### config.mk
export PLATFORM = sky130hd
export DESIGN_NAME = io_intc
export DESIGN_NICKNAME = d
export VERILOG_FILES = /design/src/rtl/io_intc_pkg.sv /design/src/rtl/io_in_chan.sv /design/src/rtl/io_out_chan.sv /design/src/rtl/io_irq_seq.sv /design/src/rtl/io_intc.sv
export SDC_FILE = /design/constraint.sdc
export NUM_CORES = 1
export LEC_CHECK = 0
export BUFFER_PORTS_ARGS = -buffer_cell sky130_fd_sc_hd__buf_2
export CAP_MARGIN = 20
export CORE_ASPECT_RATIO = 0.6
export CORE_MARGIN = 2
export CORE_UTILIZATION = 43
export DETAILED_ROUTE_END_ITERATION = 10
export HOLD_SLACK_MARGIN = 0.03
export PLACE_DENSITY = 0.75
export SLEW_MARGIN = 20
export SYNTH_ARGS = -nofsm -noshare
export SYNTH_HDL_FRONTEND = slang
export SYNTH_SLANG_ARGS = --single-unit
### constraint.sdc
create_clock -name clk -period 1.9 [get_ports clk]
set_clock_uncertainty 0.15 [all_clocks]
set_input_delay 0.19 -clock clk [delete_from_list [all_inputs] [get_ports clk]]
set_output_delay 0.19 -clock clk [all_outputs]
set_load 0.05 [all_outputs]
### src/rtl/io_intc_pkg.sv
package io_intc_pkg;
  typedef enum logic [1:0] {ST_IDLE, ST_RT0, ST_RT1, ST_RT2} icyc_t;
  localparam int OP_N    = 6;
  localparam int OP_TAKE = 5;
  localparam int OP_PUT  = 4;
  localparam int OP_SKI  = 3;
  localparam int OP_SKO  = 2;
  localparam int OP_ION  = 1;
  localparam int OP_IOF  = 0;
endpackage

### src/rtl/io_in_chan.sv
module io_in_chan #(
  parameter int CHAR_W = 8
) (
  input  logic              clk,
  input  logic              rst_n,
  input  logic              dv_valid,
  input  logic [CHAR_W-1:0] dv_data,
  output logic              dv_ready,
  input  logic              take,
  output logic              flag,
  output logic [CHAR_W-1:0] char_q
);
  logic accept;
  assign dv_ready = ~flag;
  assign accept   = dv_valid & dv_ready;

  always_ff @(posedge clk) begin
    if (!rst_n) begin
      flag   <= 1'b0;
      char_q <= '0;
    end else if (accept) begin
      flag   <= 1'b1;
      char_q <= dv_data;
    end else if (take) begin
      flag   <= 1'b0;
    end
  end

  p_accept_r2: assert property (@(posedge clk) disable iff (!rst_n)
    (dv_valid && dv_ready) |=> (flag && char_q == $past(dv_data)));
  p_take_r3: assert property (@(posedge clk) disable iff (!rst_n)
    (take && flag) |=> !flag);
endmodule

### src/rtl/io_out_chan.sv
module io_out_chan #(
  parameter int CHAR_W = 8
) (
  input  logic              clk,
  input  logic              rst_n,
  input  logic              put,
  input  logic [CHAR_W-1:0] put_data,
  output logic              dv_valid,
  input  logic              dv_ready,
  output logic [CHAR_W-1:0] dv_data,
  output logic              flag
);
  assign dv_valid = ~flag;

  always_ff @(posedge clk) begin
    if (!rst_n) begin
      flag    <= 1'b1;
      dv_data <= '0;
    end else if (put) begin
      flag    <= 1'b0;
      dv_data <= put_data;
    end else if (dv_valid && dv_ready) begin
      flag    <= 1'b1;
    end
  end

  p_hold_r4: assert property (@(posedge clk) disable iff (!rst_n)
    (dv_valid && !dv_ready && !put) |=> (dv_valid && $stable(dv_data)));
  p_put_r4: assert property (@(posedge clk) disable iff (!rst_n)
    put |=> (dv_valid && dv_data == $past(put_data)));
endmodule

### src/rtl/io_irq_seq.sv
module io_irq_seq
  import io_intc_pkg::*;
#(
  parameter int ADDR_W = 12
) (
  input  logic              clk,
  input  logic              rst_n,
  input  logic              flag_in,
  input  logic              flag_out,
  input  logic              in_fetch,
  input  logic              cycle_end,
  input  logic              ion,
  input  logic              iof,
  input  logic [ADDR_W-1:0] pc_in,
  output logic              ien,
  output logic              req,
  output logic              active,
  output logic [ADDR_W-1:0] tr_q,
  output logic              mem_we,
  output logic              pc_clr,
  output logic              pc_inc,
  output logic              sc_clr
);
  icyc_t state;

  assign active = (state != ST_IDLE);
  assign mem_we = (state == ST_RT1);
  assign pc_clr = (state == ST_RT1);
  assign pc_inc = (state == ST_RT2);
  assign sc_clr = (state == ST_RT2);

  always_ff @(posedge clk) begin
    if (!rst_n) begin
      state <= ST_IDLE;
      tr_q  <= '0;
    end else begin
      case (state)
        ST_IDLE: if (cycle_end && req) state <= ST_RT0;
        ST_RT0: begin
          tr_q  <= pc_in;
          state <= ST_RT1;
        end
        ST_RT1:  state <= ST_RT2;
        default: state <= ST_IDLE;
      endcase
    end
  end

  always_ff @(posedge clk) begin
    if (!rst_n) begin
      ien <= 1'b0;
      req <= 1'b0;
    end else begin
      if (state == ST_RT2)  ien <= 1'b0;
      else if (iof)         ien <= 1'b0;
      else if (ion)         ien <= 1'b1;

      if (state == ST_RT2) req <= 1'b0;
      else if (state == ST_IDLE && ien && (flag_in || flag_out) && !in_fetch)
        req <= 1'b1;
    end
  end

  p_rset_r7: assert property (@(posedge clk) disable iff (!rst_n)
    $rose(req) |-> $past(ien && (flag_in || flag_out) && !in_fetch));
  p_start_r8: assert property (@(posedge clk) disable iff (!rst_n)
    (cycle_end && req && !active) |=> active);
  p_order_r9: assert property (@(posedge clk) disable iff (!rst_n)
    mem_we |=> (pc_inc && sc_clr));
  p_exit_r9: assert property (@(posedge clk) disable iff (!rst_n)
    pc_inc |=> (!ien && !req && !active));
  p_excl_r9: assert property (@(posedge clk) disable iff (!rst_n)
    $onehot0({mem_we, pc_inc}));
  p_busy_r11: assert property (@(posedge clk) disable iff (!rst_n)
    (active && !pc_inc) |=> active);
endmodule

### src/rtl/io_intc.sv
module io_intc
  import io_intc_pkg::*;
#(
  parameter int CHAR_W = 8,
  parameter int ADDR_W = 12,
  parameter int WORD_W = 16
) (
  input  logic              clk,
  input  logic              rst_n,
  input  logic              in_valid,
  input  logic [CHAR_W-1:0] in_data,
  output logic              in_ready,
  output logic              out_valid,
  output logic [CHAR_W-1:0] out_data,
  input  logic              out_ready,
  input  logic              io_exec,
  input  logic [OP_N-1:0]   io_sel,
  input  logic [CHAR_W-1:0] ac_low,
  output logic              acc_load,
  output logic [CHAR_W-1:0] acc_char,
  output logic              skip,
  input  logic              in_fetch,
  input  logic              cycle_end,
  input  logic [ADDR_W-1:0] pc_in,
  output logic              irq_pending,
  output logic              ien,
  output logic              icyc_active,
  output logic              mem_we,
  output logic [ADDR_W-1:0] mem_addr,
  output logic [WORD_W-1:0] mem_wdata,
  output logic              pc_clr,
  output logic              pc_inc,
  output logic              sc_clr
);
  localparam int PAD_W = WORD_W - ADDR_W;

  logic [OP_N-1:0]   op_hit;
  logic              exec_ok;
  logic              fgi, fgo;
  logic [ADDR_W-1:0] tr_q;

  assign exec_ok = io_exec & ~icyc_active;

  for (genvar i = 0; i < OP_N; i++) begin : g_dec
    assign op_hit[i] = exec_ok & io_sel[i];
  end

  io_in_chan #(.CHAR_W(CHAR_W)) u_in (
    .clk(clk), .rst_n(rst_n), .dv_valid(in_valid), .dv_data(in_data),
    .dv_ready(in_ready), .take(op_hit[OP_TAKE]), .flag(fgi), .char_q(acc_char)
  );

  io_out_chan #(.CHAR_W(CHAR_W)) u_out (
    .clk(clk), .rst_n(rst_n), .put(op_hit[OP_PUT]), .put_data(ac_low),
    .dv_valid(out_valid), .dv_ready(out_ready), .dv_data(out_data), .flag(fgo)
  );

  io_irq_seq #(.ADDR_W(ADDR_W)) u_seq (
    .clk(clk), .rst_n(rst_n), .flag_in(fgi), .flag_out(fgo),
    .in_fetch(in_fetch), .cycle_end(cycle_end),
    .ion(op_hit[OP_ION]), .iof(op_hit[OP_IOF]), .pc_in(pc_in),
    .ien(ien), .req(irq_pending), .active(icyc_active), .tr_q(tr_q),
    .mem_we(mem_we), .pc_clr(pc_clr), .pc_inc(pc_inc), .sc_clr(sc_clr)
  );

  assign acc_load  = op_hit[OP_TAKE];
  assign skip      = (op_hit[OP_SKI] & fgi) | (op_hit[OP_SKO] & fgo);
  assign mem_addr  = '0;
  assign mem_wdata = {{PAD_W{1'b0}}, tr_q};

  p_iof_wins_r6: assert property (@(posedge clk) disable iff (!rst_n)
    (exec_ok && io_sel[OP_ION] && io_sel[OP_IOF]) |=> !ien);
  p_ignore_r10: assert property (@(posedge clk) disable iff (!rst_n)
    (io_exec && icyc_active) |-> (!acc_load && !skip));
  p_noflag_skip_r5: assert property (@(posedge clk) disable iff (!rst_n)
    (skip && !io_sel[OP_SKO]) |-> !in_ready);
endmodule

; ---- Yosys cells after proc, flatten, opt, wreduce, memory -nomap -nowiden
; Index checks and enable logic that the tools add are counted.
[classes]
n_addsub = 0
mul = 0
div_mod_pow = 0
n_lt_le_gt_ge = 0
eq_ne = 4
shift = 0
muxes = 6
bitwise = 15
n_reduce_logical = 13
[op_table]
columns = op, count
row1 = $and A1 B1 Y1, 10
row2 = $pmux W2 S3, 1
row3 = $reduce_bool A2 Y1, 3
row4 = $logic_and A1 B1 Y1, 5
row5 = $eq A2 B2 Y1 const B, 2
row6 = $mux W1, 4
row7 = $not A1 Y1, 4
row8 = $reduce_or A3 Y1, 1
row9 = $eq A2 B1 Y1 const B, 1
row10 = $logic_not A2 Y1, 1
row11 = $mux W2, 1
row12 = $ne A2 B1 Y1 const B, 1
row13 = $reduce_or A2 Y1, 1
row14 = $logic_not A1 Y1, 1
row15 = $logic_or A1 B1 Y1, 1
row16 = $or A1 B1 Y1, 1
[totals]
reg_bits = 34
latchBits = 0
ramBits = 0
mem_bits_ro = 0
input_bits = 41
output_inout_bits = 55
wordCells = 46
memories = 0

; ---- Depth between registers and ports, before layout
; Gate-level depths: netlist (run 1).
[logic_depth]
depth_word = 6
depth_mapped = 7
depth_no_buf = 5

; ---- By module
; Synthesis (run 1) repeated with hierarchy kept, for this count alone.
[unflattened]
cells_unflattened = 158
area_unflattened_um2 = 1579.0
[modules_own_cells]
columns = module, instances, cells_per_inst, area_each_um2, seq_area_each_um2
row1 = io_irq_seq, 1, 65, 686.9, 320.3
row2 = io_in_chan, 1, 40, 376.6, 180.2
row3 = io_out_chan, 1, 29, 334.1, 180.2
row4 = io_intc, 1, 24, 181.4, 0.0

; ---- Worst setup path before layout (run 1)
; No wires, ideal clock.
[synth_timing]
path_type = register to output
from = register u_seq.state[0]
to = output port skip
t_arrival_ps = 1378
required_time_ps = 1560
setup_slack_ps = 182
stages_incl_launch_ff = 6
n_path_buf = 1
cell_sequence = dfxtp_1 > inv_1 > ha_1 > buf_6 > nand2_1 > nor2_1
[synth_via]
elab_chain_cells = 6
elab_cells_between_ends = 8
classes_between = bitwise (7) / reduce/logical (1)
[synth_rtl]
columns = item, line
row1 = "start, declared", io_irq_seq.sv:24  ; icyc_t state;
row2 = "start signal, assigned", io_irq_seq.sv:34  ; state <= ST_IDLE;
row3 = "start signal, assigned", io_irq_seq.sv:38  ; ST_IDLE: if (cycle_end && req) state <= ST_RT0;
row4 = "start signal, assigned", io_irq_seq.sv:41  ; state <= ST_RT1;
row5 = $reduce_bool A2 Y1 *, io_irq_seq.sv:26  ; assign active = (state != ST_IDLE);
row6 = $not A1 Y1 *, io_intc.sv:42  ; assign exec_ok = io_exec & ~icyc_active;
row7 = $and A1 B1 Y1 *, io_intc.sv:42
row8 = $and A1 B1 Y1, io_intc.sv:45  ; assign op_hit[i] = exec_ok & io_sel[i];
row9 = $and A1 B1 Y1, io_intc.sv:67  ; assign skip = (op_hit[OP_SKI] & fgi) | (op_hit[OP_SKO] & fgo);
row10 = $or A1 B1 Y1 *, io_intc.sv:67
row11 = "end, declared", io_intc.sv:21  ; output logic skip,
; Mark *: on every way between the ends. The rest lies on a longest branch, timed or not.

; ---- Worst setup path in the final report (run 1)
; Same ends and word-level chain as after synthesis.

==> reports/metrics.cfg, run 1 <==
[synthesis]
synth_top_cells_by_count=34 x sky130_fd_sc_hd__dfxtp_1, 27 x sky130_fd_sc_hd__nand2_1, 19 x sky130_fd_sc_hd__buf_4
synth_ff_type=sky130_fd_sc_hd__dfxtp_1
synthDominantCellAreaShare_pct=42.3
synth.yosys.seq_area_share_pct=42.3
syn_inst=168
netlist_top_cells_area=sky130_fd_sc_hd__dfxtp_1 42%, sky130_fd_sc_hd__buf_4 8.9%, sky130_fd_sc_hd__mux2i_1 7.5%
asyncSetResetFlopFracSynth_pct=0
yosys_warnings=0
synth_edf_count=0
ys_ff_latch=34
synth_area_mm2=0.00161
synthDistinctLibCells=28
synthMostInstantiatedCell=sky130_fd_sc_hd__dfxtp_1
synthDominantAreaCellType=sky130_fd_sc_hd__dfxtp_1
synthesis.area_per_instance_um2=9.57

[floorplan]
area_of_the_core_mm2=0.00362
die_height_um=51.4
floorplan.rows=17
initial_utilization_pct=44.5
die_width_um=82.9
io_pins=96
total_die_area_mm2=0.00426

[worst_setup_path]
crit_path_cells=inv_1 -> ha_4 -> nand2_1 -> nor2_1 -> buf_2
setup.worst_path.class=flop to output pin
setup.worst_path.start_class=flop
worstPathArrival_ns=1.42
worst-endpoint-required_ns=1.56
timing.critical_path.to_type=output pin
setup.worst_path.end=skip
slowest_delay_ns=0.34
ff2ff_setup_slack_ns=0.43
cpMaxStageDelayCell=sky130_fd_sc_hd__dfxtp_1
cp_max_fo=10
timing.rr.start=u_seq.state[0]
crit_path_start=u_seq.state[0]
terminus_of_the_critical_flop_to_flop_path=u_out.dv_data[4]
number_of_cells_on_the_worst_reg_to_reg_path=5

[cts]
cts.reportedPaths.clkPinSlew_ns=0.07
post_cts.repair.setup_buffers=0
cts_buffers=5
ctsRootBufferMaster=sky130_fd_sc_hd__clkbuf_8
cts.sink_count=34
clock_tree_from_tritoncts=built
clk_latency_ns=0.28
cts.path.max_buffers=2
htree_levels=2

[route]
met2_wirelength_mm=1.88
wl_met1_mm=1.70
routed_via_density=4.43
routedWlPerCell_um=11.9
remaining_drc_errors=0
routed-wl-met3_um=218
antenna_viol_nets_final=0
route.top_layer_used=met4
via_count=1417
drtIter0Drc=38
postRouteWirelength_mm=3.81
first_pass_drt_iterations=6

[timing]
final.period_utilization_pct=92.5
final_max_slew_viol_count=0
timing_hold_violations_final=0
fmax_mhz=569
slew_headroom_pct=62.7
final_setup_violation_count=0
period_minus_slack_ns=1.76
worstMarginPinSlew_ns=0.558
timing.setup.tns_ns=0
grt_setup_unrepaired=no

[power]
power_switching_uw=1010
clock_network_power_share_pct=20.9
intPower_uw=1380
irDropWorstVdd_v=0.000647
power.share.sequential_pct=36.1
comb_power_share_pct=43.0
switching_share_pct=42.3
leak_pwr_uw=0.00111
p_per_area_mw_per_mm2=1030

[cells_and_area]
final_cells=320
final_nets=318
area_growth_pct=43.6
insertedDiodeCount=0
drive_gt1_share_pct=40.3

[min_path]
holdCritPathClass=input port to flop

[global_routing]
grt_antenna_before_repair=0
overflow=0
maximum_number_of_pins_on_one_net_before_global_route_repair=23
grtUsageTotal_pct=18.0
wire_length_of_the_first_global_routing_pass_mm=5.97
first_global_vias=1303

[placed_design]
routabilityCongestion=0.749
port-buffer-count=79
placedCellCount=285
dp_hpwl_mm=2.48

[run_status]
run_status=complete, no violations

[flow_run]
max_cap_viol_count=0

## power by group through the flow
stage	clock network [uW]	logic [uW]	registers, uW
CTS	514	1010	862
floorplan	0	564	1130
global placement	0	954	872
finish	498	1030	862
global route	544	1090	875
detailed placement	0	959	877
## how the worst min path moves through the flow
stage                   start  cells past startpoint       endpoint
global placement    io_sel[0]                      2      u_seq.ien
floorplan           out_ready                      2     u_out.flag
finish               pc_in[3]                      3  u_seq.tr_q[3]
CTS                   io_exec                      2      u_seq.ien
global route         pc_in[6]                      3  u_seq.tr_q[6]
detailed placement  io_sel[0]                      2      u_seq.ien
## cells by family (layout without fill, tap and decap cells)
kind of cell,Yosys count,in the layout,share of synthesized area [%]
AND/OR/NAND/NOR,56,56,17.5
buffers and inverters,33,123,14.2
multiplexers,12,12,7.47
adder cells (fa/ha/maj),4,4,3.11
AO/OA/AOI/OAI,28,28,15.1
flip-flops,34,34,42.3
other,1,16,0.233
## flip-flops by register name (all words and copies together) (netlist names)
signal,flops
u_in.char_q,8
u_in.flag,1
u_out.dv_data,8
u_out.flag,1
u_seq.ien,1
u_seq.req,1
u_seq.state,2
u_seq.tr_q,12
## area by class of cell
class	count	area, um^2
fill	332	1310
multi-input combinational	116	767
timing repair buffer	110	701
sequential	34	681
clock buffer	5	68.8
tap	47	58.8
inverter	6	22.5
clock inverter	2	10.0
## critical path: cells and delay by family, from the launching register on
kind / cells / cell delay [ns]
AND/OR/NAND/NOR: 2 / 0.17
flip-flops: 1 / 0.34
buffers and inverters: 2 / 0.40
adder cells (fa/ha/maj): 1 / 0.22
## repair_timing
item | in CTS | in global routing
endpoints found under the hold margin | 28 | 0
gates resized for setup | 1 | 2
hold buffers | 28 | 0
setup endpoints to repair | 2 | 2
## cell usage in the layout, fill, tap and decap left out, types with 5 or more instances in the layout
cell type / n
sky130_fd_sc_hd__a21boi_2: 9
sky130_fd_sc_hd__buf_2: 78
sky130_fd_sc_hd__clkbuf_8: 5
sky130_fd_sc_hd__conb_1: 16
sky130_fd_sc_hd__dfxtp_1: 34
sky130_fd_sc_hd__dlygate4sd3_1: 28
sky130_fd_sc_hd__inv_1: 6
sky130_fd_sc_hd__mux2i_1: 12
sky130_fd_sc_hd__nand2_1: 27
sky130_fd_sc_hd__nand3_1: 7
sky130_fd_sc_hd__nor2b_1: 13
sky130_fd_sc_hd__o21ai_2: 9
## stage by stage
step,cell area [um^2],total power (uW),hold slack [ns],util (%),setup WS [ns]
2_1_floorplan,1660,1700,0.145,-,0.182
3_3_place_gp,1930,1830,0.243,53.5,0.277
3_5_place_dp,1930,1840,0.250,53.5,0.221
4_1_cts,2300,2390,0.0375,63.5,0.0276
5_1_grt,2310,2510,0.0361,63.8,0.0562
6_report,2310,2390,0.0417,63.8,0.142
## metal layers
metal  GRT usage [%]  vias to the layer above
li1                -                      732
met1            21.0                      630
met2            31.0                       52
met3            5.49                        3
met4            7.92                        0
met5               0                        -
(Power assumes the default switching activity.)
==> inputs of run 2 (changes only) <==
--- a/config.mk
+++ b/config.mk
@@ -5,11 +5,12 @@
 export SDC_FILE = /design/constraint.sdc
 export NUM_CORES = 1
 export LEC_CHECK = 0
+export ABC_AREA = 1
 export BUFFER_PORTS_ARGS = -buffer_cell sky130_fd_sc_hd__buf_2
 export CAP_MARGIN = 20
 export CORE_ASPECT_RATIO = 0.6
 export CORE_MARGIN = 2
-export CORE_UTILIZATION = 43
+export CORE_UTILIZATION = 42
 export DETAILED_ROUTE_END_ITERATION = 10
 export HOLD_SLACK_MARGIN = 0.03
 export PLACE_DENSITY = 0.75
==> run 2 against run 1 <==
Net effect: sequential power grew 6.4%; power grew 15%; die area shrank 2.7%; final area shrank 3.9%; critical path depth is the same; sequential cell count is the same; core utilization grew 2.1 points; global-route usage grew 3.0 points; sequential share of layout area grew 1.2 points; area after synthesis shrank 5.1%; first-iteration DRC count grew 55%; largest power group unchanged.
==> reports/metrics.cfg, run 2 <==
[floorplan]
area_of_the_core_mm2=0.00336
initial_utilization_pct=45.3
die_height_um=50.7
io_pins=96
die_width_um=81.8
floorplan.rows=16
total_die_area_mm2=0.00415

[timing]
timing_hold_violations_final=0
final_max_slew_viol_count=0
timing.setup.tns_ns=0
period_minus_slack_ns=1.79
final_setup_violation_count=0
fmax_mhz=560
grt_setup_unrepaired=no
final.period_utilization_pct=94.0

[worst_setup_path]
timing.critical_path.to_type=output pin
worstPathArrival_ns=1.45
cp_max_fo=6
worst-endpoint-required_ns=1.56
setup.worst_path.start_class=flop
setup.worst_path.class=flop to output pin

[placed_design]
routabilityCongestion=0.813
port-buffer-count=79
dp_hpwl_mm=2.76

[synthesis]
synth_ff_type=sky130_fd_sc_hd__dfxtp_1
synth_area_mm2=0.00153
ys_ff_latch=34
synth.yosys.seq_area_share_pct=44.6
yosys_warnings=0
synthesis.area_per_instance_um2=7.86
synthMostInstantiatedCell=sky130_fd_sc_hd__nor2_1
synth_edf_count=0
netlist_top_cells_area=sky130_fd_sc_hd__dfxtp_1 45%, sky130_fd_sc_hd__nor2_1 11%, sky130_fd_sc_hd__buf_4 8.9%
asyncSetResetFlopFracSynth_pct=0
synth_top_cells_by_count=46 x sky130_fd_sc_hd__nor2_1, 34 x sky130_fd_sc_hd__dfxtp_1, 21 x sky130_fd_sc_hd__nand2_1, 21 x sky130_fd_sc_hd__o21ai_0, 18 x sky130_fd_sc_hd__buf_4
synthDistinctLibCells=19
syn_inst=194
synthDominantAreaCellType=sky130_fd_sc_hd__dfxtp_1
synthDominantCellAreaShare_pct=44.6

[cells_and_area]
area_growth_pct=45.4
final_nets=346
drive_gt1_share_pct=31.9
layout.cells.most_common_list=79 x sky130_fd_sc_hd__buf_2, 46 x sky130_fd_sc_hd__nor2_1, 34 x sky130_fd_sc_hd__dfxtp_1
largest_registers_ranked_by_flip_flop_count=u_seq.tr_q: 12 flops, u_in.char_q: 8 flops, u_out.dv_data: 8 flops
num-fill-cells=303
top_register=u_seq.tr_q
flip_flop_count_of_the_largest_register_after_layout=12
insertedDiodeCount=0
most_frequent_standard_cell_in_the_layout_excluding_fill_and_tap_cells=sky130_fd_sc_hd__buf_2

[global_routing]
wire_length_of_the_first_global_routing_pass_mm=6.49
first_global_vias=1379
overflow=0
grtUsageTotal_pct=21.0
maximum_number_of_pins_on_one_net_before_global_route_repair=14
grt_antenna_before_repair=0

[cts]
cts.sink_count=34
cts_buffers=5
clk_latency_ns=0.27
clock_tree_from_tritoncts=built
htree_levels=2
ctsRootBufferMaster=sky130_fd_sc_hd__clkbuf_8
cts.reportedPaths.clkPinSlew_ns=0.06
cts.path.max_buffers=2
post_cts.repair.setup_buffers=0

[route]
first_pass_drt_iterations=4
remaining_drc_errors=0
routedWlPerCell_um=11.7
routed_via_density=4.52
postRouteWirelength_mm=4.06
drtIter0Drc=59
antenna_viol_nets_final=0
via_count=1565

[power]
leak_pwr_uw=0.00116
power_switching_uw=1300
intPower_uw=1440
comb_power_share_pct=48.9
switching_share_pct=47.4
clock_network_power_share_pct=17.7
finalPower_uw=2750
p_per_area_mw_per_mm2=1240
power.share.sequential_pct=33.4
irDropWorstVdd_v=0.000763

[run_status]
run_status=complete, no violations

[min_path]
holdCritPathClass=input port to flop

[flow_run]
max_cap_viol_count=0

==> run 2: final cells by class <==
cell class	count	area, um^2	share of cell area, %
inverter	13	48.8	2.20
clock buffer	7	76.3	3.44
timing repair buffer	112	718	32.4
multi-input combinational	135	638	28.8
tap	45	56.3	2.54
sequential	34	681	30.7
==> run 2: path summary, 6_finish.rpt <==
kind         slack [ns]  depth (start not counted)      startpoint       endpoint
min reg2reg        0.31                          2       u_seq.ien      u_seq.ien
min                0.04                          4       io_sel[0]      u_seq.ien
max reg2reg        0.34                          5  u_seq.state[1]  u_seq.tr_q[4]
max                0.11                          5  u_seq.state[0]           skip
==> run 2: metal layers <==
metal,part of all wire (%),track usage (%)
met4,0.42,6.39
met2,46,33.1
met1,46,27.7
met5,0,0
met3,6.9,6.29
==> run 2: logic make-up (layout without fill, tap and decap cells) <==
| family | Yosys count | after routing | share of synthesized area (%) |
|---|---|---|---|
| adder cells (fa/ha/maj) | 4 | 4 | 3.28 |
| AO/OA/AOI/OAI | 34 | 34 | 11.4 |
| flip-flops | 34 | 34 | 44.6 |
| buffers and inverters | 40 | 132 | 17.6 |
| AND/OR/NAND/NOR | 81 | 81 | 22.8 |
| other | 1 | 16 | 0.246 |
==> run 2: what timing repair did <==
item	4_1_cts	5_1_grt
hold buffers	30	0
resized for setup	0	1
setup endpoints to repair	0	2
hold endpoints to repair	30	0
==> run 2: power groups by stage <==
| stage | combinational (uW) | clock (uW) | sequential, uW |
|---|---|---|---|
| CTS | 1340 | 505 | 915 |
| global placement | 1280 | 0 | 927 |
| global route | 1450 | 547 | 933 |
| detailed placement | 1290 | 0 | 928 |
| floorplan | 730 | 0 | 1300 |
| finish | 1340 | 486 | 917 |
==> run 2: metrics by stage <==
stage / instance area, um^2 / setup slack (ns) / hold WS (ns) / utilization, % / instances
after floorplan: 1590 / 0.270 / 0.165 / - / 209
after global placement: 1840 / 0.339 / 0.261 / 54.7 / 309
after detailed placement: 1840 / 0.323 / 0.264 / 54.7 / 309
after CTS: 2220 / 0.0439 / 0.0315 / 65.9 / 346
after global routing: 2220 / 0.0132 / 0.0403 / 66.0 / 346
final: 2220 / 0.113 / 0.0409 / 66.0 / 346
==> run 2: worst max-delay path: stages (launching register included) <==
cell,delay [ns]
sky130_fd_sc_hd__dfxtp_1,0.33
sky130_fd_sc_hd__inv_1,0.11
sky130_fd_sc_hd__ha_2,0.27
sky130_fd_sc_hd__nand2_1,0.08
sky130_fd_sc_hd__a21oi_2,0.11
sky130_fd_sc_hd__buf_2,0.27
==> inputs of run 3 (changes only) <==
--- a/config.mk
+++ b/config.mk
@@ -5,12 +5,12 @@
 export SDC_FILE = /design/constraint.sdc
 export NUM_CORES = 1
 export LEC_CHECK = 0
-export ABC_AREA = 1
+export ABC_AREA = 0
 export BUFFER_PORTS_ARGS = -buffer_cell sky130_fd_sc_hd__buf_2
 export CAP_MARGIN = 20
 export CORE_ASPECT_RATIO = 0.6
-export CORE_MARGIN = 2
-export CORE_UTILIZATION = 42
+export CORE_MARGIN = 1.5
+export CORE_UTILIZATION = 43
 export DETAILED_ROUTE_END_ITERATION = 10
 export HOLD_SLACK_MARGIN = 0.03
 export PLACE_DENSITY = 0.75
==> constraint.sdc (replaced) <==
create_clock -name clk -period 1.9 [get_ports clk]
set_clock_uncertainty 0.15 [all_clocks]
set_input_delay 0.095 -clock clk [delete_from_list [all_inputs] [get_ports clk]]
set_output_delay 0.095 -clock clk [all_outputs]
set_load 0.05 [all_outputs]
==> run 3 against run 2 <==
Net effect: sequential cell count unchanged; final area increased by 6.1%; critical path type unchanged; clock power about the same; core utilization increased by 3.2 points; maximum frequency increased by 3.0%; non-clock buffer count increased by 4; cell count decreased by 6.4%; sequential power decreased by 6.0%; critical path depth decreased by 1; register-to-register slack improved by 0.06 ns; first-iteration DRC count decreased by 41%.
==> reports/metrics.cfg, run 3 (synthesis results as in run 1) <==
[worst_setup_path]
worst-endpoint-required_ns=1.65
worstPathArrival_ns=1.49
cpMaxStageDelayCell=sky130_fd_sc_hd__dfxtp_1
setup.worst_path.start_class=flop
setup.worst_path.class=flop to output pin
cp_max_fo=10
timing.critical_path.to_type=output pin
slowest_delay_ns=0.34
crit_path_cells=inv_1 -> ha_2 -> and3_1 -> buf_2

[timing]
fmax_mhz=577
final_setup_violation_count=0
slew_headroom_pct=63.4
final_max_slew_viol_count=0
timing_hold_violations_final=0
timing.setup.tns_ns=0
grt_setup_unrepaired=no
worstMarginPinSlew_ns=0.548
period_minus_slack_ns=1.73
final.period_utilization_pct=91.3

[cells_and_area]
finalInstanceArea_mm2=0.00235
final_nets=324
drive_gt1_share_pct=38.4
most_frequent_standard_cell_in_the_layout_excluding_fill_and_tap_cells=sky130_fd_sc_hd__buf_2
finish.utilization_pct=69.2
final_cells=324
top_register=u_seq.tr_q
flip_flop_count_of_the_largest_register_after_layout=12
area_growth_pct=46.4
largest_registers_ranked_by_flip_flop_count=u_seq.tr_q: 12 flops, u_in.char_q: 8 flops, u_out.dv_data: 8 flops
insertedDiodeCount=0
layout.cells.most_common_list=79 x sky130_fd_sc_hd__buf_2, 35 x sky130_fd_sc_hd__dlygate4sd3_1, 34 x sky130_fd_sc_hd__dfxtp_1

[floorplan]
initial_utilization_pct=47.2
io_pins=96
area_of_the_core_mm2=0.00340
die_height_um=50.4
floorplan.rows=16
total_die_area_mm2=0.00413
die_width_um=81.9

[flow_run]
max_cap_viol_count=0

[global_routing]
grt_use_met3_pct=6.36
grtUsageTotal_pct=21.1
maximum_number_of_pins_on_one_net_before_global_route_repair=29
met1_usage_pct=24.0
grt_antenna_before_repair=0
wire_length_of_the_first_global_routing_pass_mm=6.43
overflow=0
grt_busiest_layer=met2
grt_use_met2_pct=36.9
first_global_vias=1429

[cts]
clock_tree_from_tritoncts=built
cts.sink_count=34
htree_levels=2
ctsRootBufferMaster=sky130_fd_sc_hd__clkbuf_8
cts.path.max_buffers=2
cts.reportedPaths.clkPinSlew_ns=0.06
clk_latency_ns=0.28
cts_buffers=5

[placed_design]
placedCellCount=282
routabilityCongestion=0.748
port-buffer-count=79
dp_hpwl_mm=2.47
dpl-instance-area_mm2=0.00192

[min_path]
holdCritPathClass=input port to flop

[route]
routed_via_density=4.46
drtIter0Drc=35
remaining_drc_errors=0
postRouteWirelength_mm=3.95
first_pass_drt_iterations=4
via_count=1444
antenna_viol_nets_final=0
routedWlPerCell_um=12.2

[power]
p_per_area_mw_per_mm2=1010
leak_pwr_uw=0.00113
irDropWorstVdd_v=0.000618

[run_status]
run_status=complete, no violations

-- run 3: cell count changes in the layout (fill, tap and decap cells not counted), sizes merged, moves of 4 or more --
cell,change
nand3,+4
dlygate4sd3,+5
a21boi,+9
o21ai,-10
nor2,-44
mux2i,+12
inv,-7
nand2,+5
nand4,-8
a21oi,-10
nor2b,+13
-- run 3: layout make-up --
type	instances	area (um^2)
well taps	45	56.3
multi-input cells	116	757
inverters	6	22.5
repair buffers	116	761
flip-flops and latches	34	681
fillers	288	1050
clock buffers	7	76.3
-- run 3: timing repair --
action / 4_1_cts / 5_1_grt
resized for setup: 0 / 1
buffers inserted: 0 / 0
endpoints found under the setup margin: 0 / 2
hold buffers: 35 / 0
endpoints found under the hold margin: 32 / 0
-- run 3: worst paths after layout --
kind,from,to,slack [ns],cells past startpoint
max,u_seq.state[0],acc_load,0.17,4
min,io_sel[1],u_seq.ien,0.04,3
max reg2reg,u_seq.state[0],u_out.dv_data[4],0.40,5
min reg2reg,u_in.char_q[0],u_in.char_q[0],0.31,2
-- run 3: routing by layer --
layer  routed length [um]  share of wire (%)  vias to the layer above
li1                     -                  -                      745
met1                 1710                 43                      640
met2                 1970                 50                       55
met3                  227                5.8                        4
met4                   42                1.1                        0
met5                    0                  0                        -
-- run 3: power breakdown --
part	switching (uW)	internal, uW
sequential	56.9	805
clock	237	252
combinational	701	317
total	995	1370
-- run 3: worst max-delay path, delay by kind of cell, from the launching register on --
family / cells / cell delay [ns]
flops: 1 / 0.34
simple gates: 1 / 0.20
fa+ha+maj: 1 / 0.30
buf+inv: 2 / 0.36
-- run 3: stage by stage --
stage	power, uW	setup WS (ns)	hold slack (ns)
after CTS	2380	0.0642	0.0312
after global placement	1830	0.341	0.157
after floorplan	1700	0.277	0.0501
after global routing	2520	0.0707	0.0447
after detailed placement	1830	0.301	0.159
final	2370	0.166	0.0413
